`src/rtl/gpx_pkg.sv`:
```
package gpx_pkg;
  localparam logic [7:0] A_IN     = 8'h00;
  localparam logic [7:0] A_ID     = 8'h10;
  localparam logic [7:0] A_GCTL   = 8'h11;
  localparam logic [7:0] A_MODE   = 8'h12;
  localparam logic [7:0] A_SRST   = 8'h7F;
  localparam logic [7:0] ID_VAL   = 8'h23;
  localparam int         OD_BIT   = 4;

  typedef enum logic [2:0] {SEL_NONE, SEL_OUT, SEL_DIR, SEL_IDIS, SEL_MODE} port_sel_e;

  // Which per-port register an address names (port itself is address bit 0)
  function automatic port_sel_e decode_sel(input logic [7:0] a);
    if (a[7:3] == 5'd0) begin
      case (a[2:1])
        2'd1:    return SEL_OUT;
        2'd2:    return SEL_DIR;
        2'd3:    return SEL_IDIS;
        default: return SEL_NONE;
      endcase
    end
    if (a[7:1] == A_MODE[7:1]) return SEL_MODE;
    return SEL_NONE;
  endfunction

  function automatic logic is_hole(input logic [7:0] a);
    return (a >= 8'h08 && a <= 8'h0F) || (a >= 8'h14 && a <= 8'h7E) || (a >= 8'h80);
  endfunction

  // Returns {oe, out} for one pin
  function automatic logic [1:0] drive_pin(input logic is_in, input logic gpio,
                                           input logic lvl, input logic od);
    if (!gpio) return 2'b10;
    if (is_in) return 2'b00;
    if (od)    return {~lvl, 1'b0};
    return {1'b1, lvl};
  endfunction
endpackage

```
`src/rtl/gpx_port_regs.sv`:
```
module gpx_port_regs
  import gpx_pkg::*;
#(
  parameter int PW = 8
) (
  input  logic          clk,
  input  logic          rst_n,
  input  logic          soft_rst,
  input  logic          wr_en,
  input  port_sel_e     wr_sel,
  input  logic [PW-1:0] wdata,
  output logic [PW-1:0] outv,
  output logic [PW-1:0] dir,
  output logic [PW-1:0] idis,
  output logic [PW-1:0] mode
);
  localparam logic [PW-1:0] ONES = {PW{1'b1}};

  always_ff @(posedge clk or negedge rst_n) begin
    if (!rst_n) begin
      outv <= '0; dir <= ONES; idis <= ONES; mode <= ONES;
    end else if (soft_rst) begin
      outv <= '0; dir <= ONES; idis <= ONES; mode <= ONES;
    end else if (wr_en) begin
      case (wr_sel)
        SEL_OUT:  outv <= wdata;
        SEL_DIR:  dir  <= wdata;
        SEL_IDIS: idis <= wdata;
        SEL_MODE: mode <= wdata;
        default:  ;
      endcase
    end
  end

  p_soft_defaults_r10: assert property (@(posedge clk) disable iff (!rst_n)
    soft_rst |=> (outv == '0 && dir == ONES && idis == ONES && mode == ONES));

  p_dir_write_r2: assert property (@(posedge clk) disable iff (!rst_n)
    (wr_en && wr_sel == SEL_DIR && !soft_rst) |=> dir == $past(wdata));
endmodule

```
`src/rtl/gpx_pin_drive.sv`:
```
module gpx_pin_drive
  import gpx_pkg::*;
#(
  parameter int PW    = 8,
  parameter bit OD_OK = 1'b1
) (
  input  logic          clk,
  input  logic          rst_n,
  input  logic [PW-1:0] dir,
  input  logic [PW-1:0] mode,
  input  logic [PW-1:0] lvl,
  input  logic          od_sel,
  output logic [PW-1:0] oe,
  output logic [PW-1:0] out
);
  wire od_eff = OD_OK & od_sel;

  for (genvar i = 0; i < PW; i++) begin : g_pin
    assign {oe[i], out[i]} = drive_pin(dir[i], mode[i], lvl[i], od_eff);

    if (OD_OK) begin : g_od
      p_od_release_r5: assert property (@(posedge clk) disable iff (!rst_n)
        (od_sel && !dir[i] && mode[i] && lvl[i]) |-> (!oe[i] && !out[i]));
    end else begin : g_pp
      p_pushpull_r6: assert property (@(posedge clk) disable iff (!rst_n)
        (od_sel && !dir[i] && mode[i]) |-> (oe[i] && out[i] == lvl[i]));
    end

    p_alt_low_r7: assert property (@(posedge clk) disable iff (!rst_n)
      !mode[i] |-> (oe[i] && !out[i]));
  end
endmodule

```
`src/rtl/gpio16_regbank.sv`:
```
module gpio16_regbank
  import gpx_pkg::*;
#(
  parameter int PW = 8
) (
  input  logic            clk,
  input  logic            rst_n,
  input  logic            req_valid,
  input  logic            req_write,
  input  logic [7:0]      req_addr,
  input  logic [PW-1:0]   req_wdata,
  output logic            rd_valid,
  output logic [PW-1:0]   rd_data,
  output logic            in_rd_pulse,
  output logic            in_rd_port,
  input  logic [2*PW-1:0] pin_in,
  output logic [2*PW-1:0] pin_out,
  output logic [2*PW-1:0] pin_oe
);
  localparam int NPORT = 2;

  wire wr_go = req_valid & req_write;
  wire rd_go = req_valid & ~req_write;
  wire soft_rst = wr_go && (req_addr == A_SRST) && (req_wdata == '0);
  wire in_rd_evt = rd_go && (req_addr[7:1] == A_IN[7:1]);
  port_sel_e sel;
  assign sel = decode_sel(req_addr);

  logic [PW-1:0] snap_q [NPORT];
  logic [PW-1:0] outv   [NPORT];
  logic [PW-1:0] dir    [NPORT];
  logic [PW-1:0] idis   [NPORT];
  logic [PW-1:0] mode   [NPORT];
  logic [PW-1:0] gctl_q;
  logic [PW-1:0] rd_next;

  for (genvar p = 0; p < NPORT; p++) begin : g_port
    always_ff @(posedge clk or negedge rst_n) begin
      if (!rst_n) snap_q[p] <= '0;
      else        snap_q[p] <= pin_in[p*PW +: PW];
    end

    gpx_port_regs #(.PW(PW)) u_regs (
      .clk(clk), .rst_n(rst_n), .soft_rst(soft_rst),
      .wr_en(wr_go && sel != SEL_NONE && req_addr[0] == 1'(p)),
      .wr_sel(sel), .wdata(req_wdata),
      .outv(outv[p]), .dir(dir[p]), .idis(idis[p]), .mode(mode[p])
    );

    gpx_pin_drive #(.PW(PW), .OD_OK(p == 0)) u_drv (
      .clk(clk), .rst_n(rst_n),
      .dir(dir[p]), .mode(mode[p]), .lvl(outv[p]),
      .od_sel(~gctl_q[OD_BIT]),
      .oe(pin_oe[p*PW +: PW]), .out(pin_out[p*PW +: PW])
    );
  end

  always_ff @(posedge clk or negedge rst_n) begin
    if (!rst_n)                           gctl_q <= '0;
    else if (soft_rst)                    gctl_q <= '0;
    else if (wr_go && req_addr == A_GCTL) gctl_q <= req_wdata;
  end

  always_comb begin
    rd_next = '0;
    if (req_addr[7:3] == 5'd0) begin
      case (req_addr[2:1])
        2'd0: rd_next = snap_q[req_addr[0]];
        2'd1: rd_next = outv[req_addr[0]];
        2'd2: rd_next = dir[req_addr[0]];
        2'd3: rd_next = idis[req_addr[0]];
        default: rd_next = '0;
      endcase
    end else if (req_addr == A_ID) begin
      rd_next = ID_VAL;
    end else if (req_addr == A_GCTL) begin
      rd_next = gctl_q;
    end else if (req_addr[7:1] == A_MODE[7:1]) begin
      rd_next = mode[req_addr[0]];
    end
  end

  always_ff @(posedge clk or negedge rst_n) begin
    if (!rst_n) begin
      rd_valid <= 1'b0; rd_data <= '0; in_rd_pulse <= 1'b0; in_rd_port <= 1'b0;
    end else begin
      rd_valid    <= rd_go;
      rd_data     <= rd_go ? rd_next : '0;
      in_rd_pulse <= in_rd_evt;
      in_rd_port  <= req_addr[0];
    end
  end

  p_rd_pulse_r11: assert property (@(posedge clk) disable iff (!rst_n)
    in_rd_pulse |-> $past(req_valid && !req_write && req_addr[7:1] == 7'd0));

  p_rd_port_r11: assert property (@(posedge clk) disable iff (!rst_n)
    in_rd_pulse |-> (rd_valid && in_rd_port == $past(req_addr[0])));

  p_id_value_r8: assert property (@(posedge clk) disable iff (!rst_n)
    (req_valid && !req_write && req_addr == A_ID) |=> rd_data == ID_VAL);

  p_hole_zero_r9: assert property (@(posedge clk) disable iff (!rst_n)
    (req_valid && !req_write && is_hole(req_addr)) |=> rd_data == '0);

  p_gctl_kept_r10: assert property (@(posedge clk) disable iff (!rst_n)
    (req_valid && req_write && req_addr == A_SRST && req_wdata != '0) |=> $stable(gctl_q));
endmodule

```
`config.mk`:
```
export PLATFORM = sky130hd
export DESIGN_NAME = gpio16_regbank
export DESIGN_NICKNAME = d
export VERILOG_FILES = /design/src/rtl/gpx_pkg.sv /design/src/rtl/gpx_port_regs.sv /design/src/rtl/gpx_pin_drive.sv /design/src/rtl/gpio16_regbank.sv
export SDC_FILE = /design/constraint.sdc
export NUM_CORES = 1
export LEC_CHECK = 0
export BUFFER_PORTS_ARGS = -buffer_cell sky130_fd_sc_hd__buf_2
export CAP_MARGIN = 5
export CORE_ASPECT_RATIO = 0.7
export CORE_MARGIN = 4
export CORE_UTILIZATION = 29
export DETAILED_ROUTE_END_ITERATION = 8
export PLACE_DENSITY = 0.58
export SYNTH_ARGS = -nofsm -noshare
export SYNTH_HDL_FRONTEND = slang
export SYNTH_SLANG_ARGS = --single-unit
```
`constraint.sdc`:
```
create_clock -name clk -period 1.5 [get_ports clk]
set_clock_uncertainty 0.2 [all_clocks]
set_input_delay 0 -clock clk [delete_from_list [all_inputs] [get_ports clk]]
set_output_delay 0 -clock clk [all_outputs]
set_load 0.01 [all_outputs]
```
**After elaboration in Yosys (flattened, before gate mapping)**

Index checks and enable logic that the tools add are counted.
Widths: inputs -> output; s select.

- Bits in read-only memories: 0
- Bits in latches: 0
- Memories: 0
- Output and inout bits: 43
- Input bits: 36
- Logic and storage cells: 271
- Flip-flop bits (word level): 99
- Memory bits (writable): 0

- Bitwise logic cells: 13
- Multiply operators: 0
- Divide/modulo/power cells: 0
- Equal/unequal tests: 11
- Order comparisons: 1
- Reductions and logical operators: 27
- Shift operators: 0
- Mux-type cells: 204
- $add $sub $neg: 0

Operator list:

| cell | count |
|---|---|
| $mux 8 | 42 |
| $mux 2 | 88 |
| $mux 1 | 68 |
| $pmux 8 s4 | 1 |
| $eq 8x5->1 const B | 2 |
| $reduce_and 2->1 | 8 |
| $reduce_bool 2->1 | 7 |
| $mux 3 | 4 |
| $not 1->1 | 10 |
| $eq 8x7->1 const B | 1 |
| $logic_not 8->1 | 1 |
| $eq 7x4->1 const B | 1 |
| $logic_and 1x1->1 | 7 |
| $logic_not 7->1 | 1 |
| $eq 3x2->1 const B | 2 |
| $pmux 2 s3 | 1 |
| $logic_not 5->1 | 1 |
| $eq 2x2->1 const B | 2 |
| $eq 3x1->1 const B | 1 |
| $eq 3x3->1 const B | 1 |
| $reduce_bool 3->1 | 1 |
| $and 1x1->1 | 2 |
| $eq 2x1->1 const B | 1 |
| $ge 2x2->1 const B | 1 |
| other kinds (2) | 2 |

**Longest topological paths before layout**

Gate-level depths: netlist of the first run.

- Depth in word-level cells: 11
- Mapped depth: 7
- Gate-level depth less buffers: 4

**By module**

Synthesis of the first run repeated with hierarchy kept, for this count alone.

- Cell total of the unflattened synthesis: 483
- Area total of the unflattened synthesis: 5277.6 um^2

By module, submodules not included:

| module | area an instance (um^2) | seq. area each (um^2) | instances | cells each |
|---|---|---|---|---|
| gpx_port_regs | 1482.7 | 830.8 | 2 | 125 |
| gpio16_regbank | 1975.6 | 875.8 | 1 | 192 |
| gpx_pin_drive at g_port[0].u_drv | 236.5 | 0.0 | 1 | 25 |
| gpx_pin_drive at g_port[1].u_drv | 100.1 | 0.0 | 1 | 16 |

**Worst setup path after synthesis of the first run**

Ideal clock, no wire load.

- Path type: in2reg
- Start point: input req_wdata[1]
- End point: register g_port[0].u_regs.outv[5]
- Required time: 1.181 ns
- Library setup time: 0.119 ns
- Stages: 5
- Setup slack: -0.494 ns
- Arrival time: 1.675 ns
- Buffers on the path: 1
- Path through: or4b_1 -> or4_4 -> nor4_4 -> buf_6 -> o21ai_2

- Cells in the longest elaborated chain, start to end: 4
- Elaborated cells between the ends (all ways): 6
- Classes of those cells: 1 x mux; 5 x reduce/logical

Ends and longest elaborated chain:

| what | line | RTL |
|---|---|---|
| start, declared | gpio16_regbank.sv:11 | `input logic [PW-1:0] req_wdata,` |
| $logic_not 8->1 * | gpio16_regbank.sv:24 | `wire soft_rst = wr_go && (req_addr == A_SRST) && (req_wdata == '0);` |
| $logic_and 1x1->1 * | gpio16_regbank.sv:24 |  |
| $reduce_bool 2->1 (no source line) | - |  |
| $reduce_and 2->1 (no source line) | - |  |
| end signal, assigned | gpx_port_regs.sv:26 | `SEL_OUT: outv <= wdata;` |
| end, declared | gpx_port_regs.sv:12 | `output logic [PW-1:0] outv,` |

Every way passes the cells marked *; elsewhere a longest branch is shown, timed or not.
A chain may end at the register's enable or synchronous reset.

**Worst setup path after layout of the first run**

- Start point: register g_port[0].u_regs.outv[7]
- End point: register rd_data[7]

- Cells in the longest elaborated chain, start to end: 6

Ends and longest elaborated chain:

| what | line | RTL |
|---|---|---|
| $mux 8 (not written as such) (3 in a row) | gpio16_regbank.sv:69 | `2'd1: rd_next = outv[req_addr[0]];` |
| $pmux 8 s4 | gpio16_regbank.sv:67 | `case (req_addr[2:1])` |
| $mux 8 | gpio16_regbank.sv:66 | `if (req_addr[7:3] == 5'd0) begin` |
| $mux 8 | gpio16_regbank.sv:88 | `rd_data <= rd_go ? rd_next : '0;` |
| end signal, assigned | gpio16_regbank.sv:88 |  |
| end, declared | gpio16_regbank.sv:13 | `output logic [PW-1:0] rd_data,` |

No other way between the ends. The select of a mux whose other input is x is not followed.

==> results of run 1 <==
==> cell usage after synthesis, types with 3 or more instances <==
master / count / area (um2)
nand2b_1: 10 / 62.6
buf_2: 5 / 25.0
a221oi_1: 8 / 70.1
o22ai_1: 8 / 50.1
inv_1: 11 / 41.3
nor4_4: 4 / 85.1
o22a_1: 3 / 26.3
mux2i_1: 53 / 531
nor2b_1: 12 / 75.1
nor2_1: 19 / 71.3
mux2_2: 14 / 158
o311a_1: 5 / 50.1
buf_1: 4 / 15.0
o21ai_1: 6 / 30.0
a21oi_1: 8 / 40.0
nand2_1: 110 / 413
o31ai_1: 8 / 60.1
and4b_1: 8 / 80.1
o211ai_1: 6 / 45.0
o21ai_0: 8 / 40.0
nor4_2: 4 / 50.1
or4_1: 4 / 30.0
a211oi_1: 5 / 37.5
a221o_1: 5 / 50.1
o21ai_2: 10 / 87.6
dfrtp_1: 51 / 1280
dfstp_2: 48 / 1260
a211o_1: 3 / 26.3
a31oi_1: 3 / 18.8
clkbuf_1: 25 / 93.8
==> cell type report <==
type / instances / area (um2) / share of cell area [%]
sequential: 99 / 2540 / 34.0
timing repair buffer: 200 / 1620 / 21.7
clock inverter: 5 / 51.3 / 0.687
multi-input combinational: 342 / 2670 / 35.7
antenna: 1 / 2.50 / 0.0335
tap: 231 / 289 / 3.87
clock buffer: 11 / 253 / 3.38
inverter: 12 / 45.0 / 0.603
==> worst min path at each step <==
stage,startpoint,end
finish,rst_n,g_port[0].u_regs.outv[3]$_DFFE_PN0P_
global route,rst_n,g_port[0].u_regs.outv[2]$_DFFE_PN0P_
CTS,rst_n,g_port[0].u_regs.outv[3]$_DFFE_PN0P_
detailed placement,rst_n,g_port[0].u_regs.outv[3]$_DFFE_PN0P_
global placement,rst_n,g_port[0].u_regs.outv[2]$_DFFE_PN0P_
floorplan,rst_n,g_port[0].u_regs.outv[0]$_DFFE_PN0P_
==> cells by family after synthesis <==
logic type	count (synthesis)	synth area share (%)
AO/OA/AOI/OAI	87	12.6
buffers and inverters	48	3.97
flip-flops	99	50.0
multiplexers	69	14.0
AND/OR/NAND/NOR	185	19.5
==> per-stage QoR <==
step	setup WS [ns]	TNS, ns
floorplan	-0.350	-20.74
global placement	-0.500	-30.41
detailed placement	-0.505	-32.07
CTS	-0.122	-0.928
global route	-0.178	-4.21
finish	-0.121	-2.17
==> repair_timing <==
item,CTS,global route
cloned,1,4
pin swaps,14,23
setup buffers,2,7
endpoints found under the setup margin,60,72
resized for setup,39,68
hold endpoints to repair,180,15
hold buffers,29,1
==> where the power goes <==
| part | total (mW) | switching [mW] | internal [mW] |
|---|---|---|---|
| clock network | 2.37 | 0.993 | 1.37 |
| logic | 0.811 | 0.430 | 0.381 |
| registers | 2.85 | 0.0656 | 2.79 |
==> state kept, by name, indices dropped and copies added, names as in the netlist <==
signal              cells
snap_q                 16
g_port.u_regs.mode     16
g_port.u_regs.dir      16
g_port.u_regs.idis     16
rd_valid                1
gctl_q                  8
in_rd_pulse             1
in_rd_port              1
g_port.u_regs.outv     16
rd_data                 8
==> metal layers <==
layer	global-route usage [%]	wire, um
met3	4.08	985
met4	4.02	231
met5	0	0
met1	24.7	8640
met2	26.6	7950
==> worst max-delay path: cells and delay by family, from the launching register on <==
family / cells / cell delay, ns
DFF: 1 / 0.38
muxes: 1 / 0.29
AOI/OAI and AO/OA: 3 / 0.63
==> metrics.md, run 1 <==
| Metric | Value |
|---|---|
| Iter 0 DRT Violations | `about 280` |
| Total wire length | `between 15 and 20 mm` |
| Filler cells | `between 1500 and 2000` |
| Core area | `17200 um2` |
| Max_cap viols | `0` |
| Final cell count without fillers | `between 900 and 1000` |
| Critical Path Sink | `rd_data[7]$_DFF_PN0_` |
| Slowest-stage cell, CP | `dfrtp_1` |
| Placed Area | `about 6300 um2` |
| Clk slew on worst S/H paths | `approximately 0.07 ns` |
| Die area | `19700 um2` |
| GRT Util Overall | `about 17%` |
| CTS buffer count | `9` |
| Status | `finished, violations left` |
| Global-route wire length before repair | `roughly 27 mm` |
| GPL Wtd Cong | `between 0.8 and 0.9` |
| CTS Buffer Depth | `2` |
| Post-synth EDFFs | `0` |
| Final Critical Period | `1.62 ns` |
| Post-Synthesis Cells | `around 500` |
| Final Cycle Share | `108%` |
| Commonest non-fill, non-tap cell in the layout | `nand2_1` |
| Total grt overflow | `0` |
| Placed cells | `about 840` |
| Worst reg2reg path endpoint | `rd_data[7]$_DFF_PN0_` |
| Crit end category | `register` |
| Critical Path Start | `g_port[0].u_regs.outv[7]$_DFFE_PN0P_` |
| Crit path required time | `roughly 1.5 ns` |
| Main flop type after synthesis | `dfrtp_1` |
| Nets@finish | `700` |
| Final Hold Fails | `13` |
| Slowest stage delay, CP | `0.38 ns` |
| Hpwl dp | `about 12 mm` |
| Synthesized net count | `524` |
| First-pass DRT Iterations | `4` |
| Area Overhead vs Synth | `47.0%` |
| Pwr per Cell Area | `roughly 810 nW/um2` |
| CTS tree | `built` |
| Via/cell ratio | `roughly 5` |
| Initial Util | `just under 30%` |
| R2R setup slack | `-0.12 ns` |
| H-tree depth | `3` |
| Num Clock Sinks | `99` |
| Vias after detailed routing | `around 4600` |
| Final Util | `about 44%` |
| Die W | `about 170 um` |
| Hold slack | `-0.0448 ns` |
| Finished Cell Area | `7470 um2` |
| Cell Area, Synth | `roughly 5100 um2` |
| CTS root buffer | `clkbuf_16` |
| Leak | `approximately 3.5 nW` |
| FF-to-FF path depth | `4` |
| Arrival time worst endpoint | `about 1.6 ns` |
| Worst path cell trace | `mux2_4 > a221oi_2 > a211oi_1 > o311a_1` |
| Hold crit path type | `in2async` |
| Final Worst Setup Slack | `-0.121 ns` |
| R2R Path Start | `g_port[0].u_regs.outv[7]$_DFFE_PN0P_` |
| Slew @ Worst Pin | `between 0.5 and 0.6 ns` |
| Final setup fails | `approximately 50` |
| Wire per inst | `approximately 20 um` |
| Crit path launch type | `register` |
| Top achievable clock speed | `slightly above 600 MHz` |
| Die Y | `roughly 120 um` |
| Share of cells above drive strength 1 | `about half` |
| DRC viols | `0` |
| Initial antenna violation count | `0` |
| Max-slew violations | `0` |
| Port buffer count | `78` |
| VDD IR max | `545 uV` |
| Failing checks | `negative hold slack, negative setup slack` |
| Post-synthesis sequential area ratio | `50.0%` |
| I/O pin total | `79` |
| Relative slew margins | `between 60% and 70%` |
| Most frequent cells in the layout | `nand2_1, buf_2, buf_4` |
| Site Rows | `40` |
| CP Class | `reg2reg` |
| ANT nets after route | `0` |
| Pin count of the biggest net entering global routing | `32` |
| Post-synthesis register bit count | `99` |
| Post-synth ARST share | `between 90% and 100%` |
| Worst skew pair latency | `roughly 0.34 ns` |
| Unique masters post-synth | `45` |
| RSZ-0062 raised after global routing | `true` |
| Total Power | `6.03 mW` |
| Average cell area after synthesis | `roughly 10 um2` |
| Vias in the first global route | `between 4000 and 5000` |
| Ys Warns | `0` |
| Critical Path Fanout Max | `2` |
(Power assumes the default switching activity.)
==> run 2, diff against run 1 <==
Settings changed: PLACE_DENSITY 0.58 to 0.47.
==> metrics.md, run 2 (synthesis results as in run 1) <==
| Metric | Value |
|---|---|
| Slew @ Worst Pin | `0.471 ns` |
| CTS Buffer Depth | `2` |
| Die Y | `around 120 um` |
| Total grt overflow | `0` |
| DRC viols | `0` |
| Max_cap viols | `0` |
| CP Class | `reg2reg` |
| I/O pin total | `approximately 80` |
| First-pass DRT Iterations | `4` |
| Final setup fails | `45` |
| Global-route wire length before repair | `approximately 27 mm` |
| Final Worst Setup Slack | `-0.161 ns` |
| Final Cycle Share | `111%` |
| Total Power | `~6.1 mW` |
| Site Rows | `40` |
| Critical Path Fanout Max | `2` |
| Iter 0 DRT Violations | `250` |
| Pin count of the biggest net entering global routing | `34` |
| Vias in the first global route | `approximately 4600` |
| Most frequent cells in the layout | `nand2_1, buf_2, buf_4` |
| Worst skew pair latency | `~0.35 ns` |
| Commonest non-fill, non-tap cell in the layout | `nand2_1` |
| Relative slew margins | `between 60% and 70%` |
| Hold slack | `-0.00505 ns` |
| Status | `finished, violations left` |
| Antenna Diode Count | `0` |
| Port buffer count | `78` |
| CTS tree | `built` |
| Max-slew violations | `0` |
| Worst path top cell family by delay | `compound AO/OA/AOI/OAI gates` |
| Area Overhead vs Synth | `47.2%` |
| Arrival time worst endpoint | `roughly 1.7 ns` |
| Wire per inst | `around 19 um` |
| Crit end category | `register` |
| Die area | `just under 20000 um2` |
| Vias after detailed routing | `roughly 4400` |
| Share of cells above drive strength 1 | `between 40% and 50%` |
| Crit path required time | `~1.5 ns` |
| Die W | `166 um` |
| Leak | `roughly 3.5 nW` |
| Num Clock Sinks | `just under 100` |
| Top achievable clock speed | `between 600 and 700 MHz` |
| GPL Wtd Cong | `between 0.8 and 0.9` |
| CTS buffer count | `9` |
| Crit path launch type | `register` |
| CTS root buffer | `clkbuf_16` |
| Slowest stage delay, CP | `about 0.39 ns` |
| Initial antenna violation count | `0` |
| RSZ-0062 raised after global routing | `true` |
| Worst path cell trace | `mux2_2 > a221oi_2 > a211oi_2 > o311a_1` |
| ANT nets after route | `0` |
| Hpwl dp | `approximately 12 mm` |
| Via/cell ratio | `4.88` |
| VDD IR max | `about 640 uV` |
| Slowest-stage cell, CP | `dfrtp_1` |
| Initial Util | `around 30%` |
| Core area | `approximately 17000 um2` |
| GRT Util Overall | `between 15 and 20%` |
| Nets@finish | `706` |
| Pwr per Cell Area | `roughly 820 nW/um2` |
| WP buf/inv | `0` |
| Hold crit path type | `in2reg` |
| H-tree depth | `3` |
| Final Hold Fails | `2` |
| Final Critical Period | `~1.7 ns` |
| Failing checks | `negative hold slack, negative setup slack` |
| Clk slew on worst S/H paths | `around 0.08 ns` |
| Total wire length | `17.2 mm` |
| Placement Setup Slack | `-0.479 ns` |
| Setup tns final | `-2.16 ns` |
## run 2: metal layers
metal | GRT usage, % | up-vias | share of wire [%]
li1 | - | 2109 | -
met1 | 24.7 | 2198 | 48
met2 | 27.1 | 99 | 46
met3 | 3.48 | 13 | 5.1
met4 | 3.25 | 0 | 0.76
met5 | 0 | - | 0
## run 2: report_power, final
group / switching, mW / internal [mW]
Combinational: 0.416 / 0.384
Sequential: 0.0582 / 2.79
Clock: 1.09 / 1.37
Total: 1.56 / 4.54
## run 2: worst paths after layout
path                                                 startpoint                              endpoint  slack [ns]  depth (start not counted)
setup reg to reg           g_port[0].u_regs.outv[6]$_DFFE_PN0P_                  rd_data[6]$_DFF_PN0_       -0.16                          4
hold reg to reg                           gctl_q[7]$_DFFE_PN0P_                 gctl_q[7]$_DFFE_PN0P_        0.32                          2
min in group asynchronous                                 rst_n  g_port[1].u_regs.outv[1]$_DFFE_PN0P_        0.41                          3
setup / recovery           g_port[0].u_regs.outv[6]$_DFFE_PN0P_                  rd_data[6]$_DFF_PN0_       -0.16                          4
max in group asynchronous                                 rst_n  g_port[0].u_regs.mode[5]$_DFFE_PN1P_        0.14                          4
hold / removal                                     req_wdata[0]  g_port[0].u_regs.idis[5]$_DFFE_PN1P_      -0.005                          5
## run 2: area by class of cell
class,count,area [um2]
fillers,1664,9690
inverters,12,45.0
flip-flops and latches,99,2540
well taps,231,289
clock buffers,10,239
clock inverters,6,76.3
repair buffers,207,1730
multi-input cells,341,2560
## run 2: repair_timing
action / in CTS / in global routing
hold buffers: 29 / 1
endpoints found under the hold margin: 193 / 2
setup buffers: 6 / 5
gates resized for setup: 48 / 38
cloned: 1 / 3
endpoints found under the setup margin: 68 / 95
pin swaps: 13 / 30
## run 2: metrics by stage
step | utilization (%) | std cells | cell area (um2) | hold WS, ns
after CTS | 42.2 | 898 | 7240 | -0.0242
after global placement | 37.2 | 849 | 6380 | -0.273
final | 43.5 | 906 | 7480 | -0.00505
after global routing | 43.5 | 906 | 7480 | 0.0458
after floorplan | - | 488 | 5120 | -0.496
after detailed placement | 37.2 | 849 | 6380 | -0.267
## run 2: worst min-delay path, delay by kind of cell
family | cells | cell delay, ns
compound gates | 1 | 0.10
buf+inv | 1 | 0.09
simple gates | 3 | 0.34
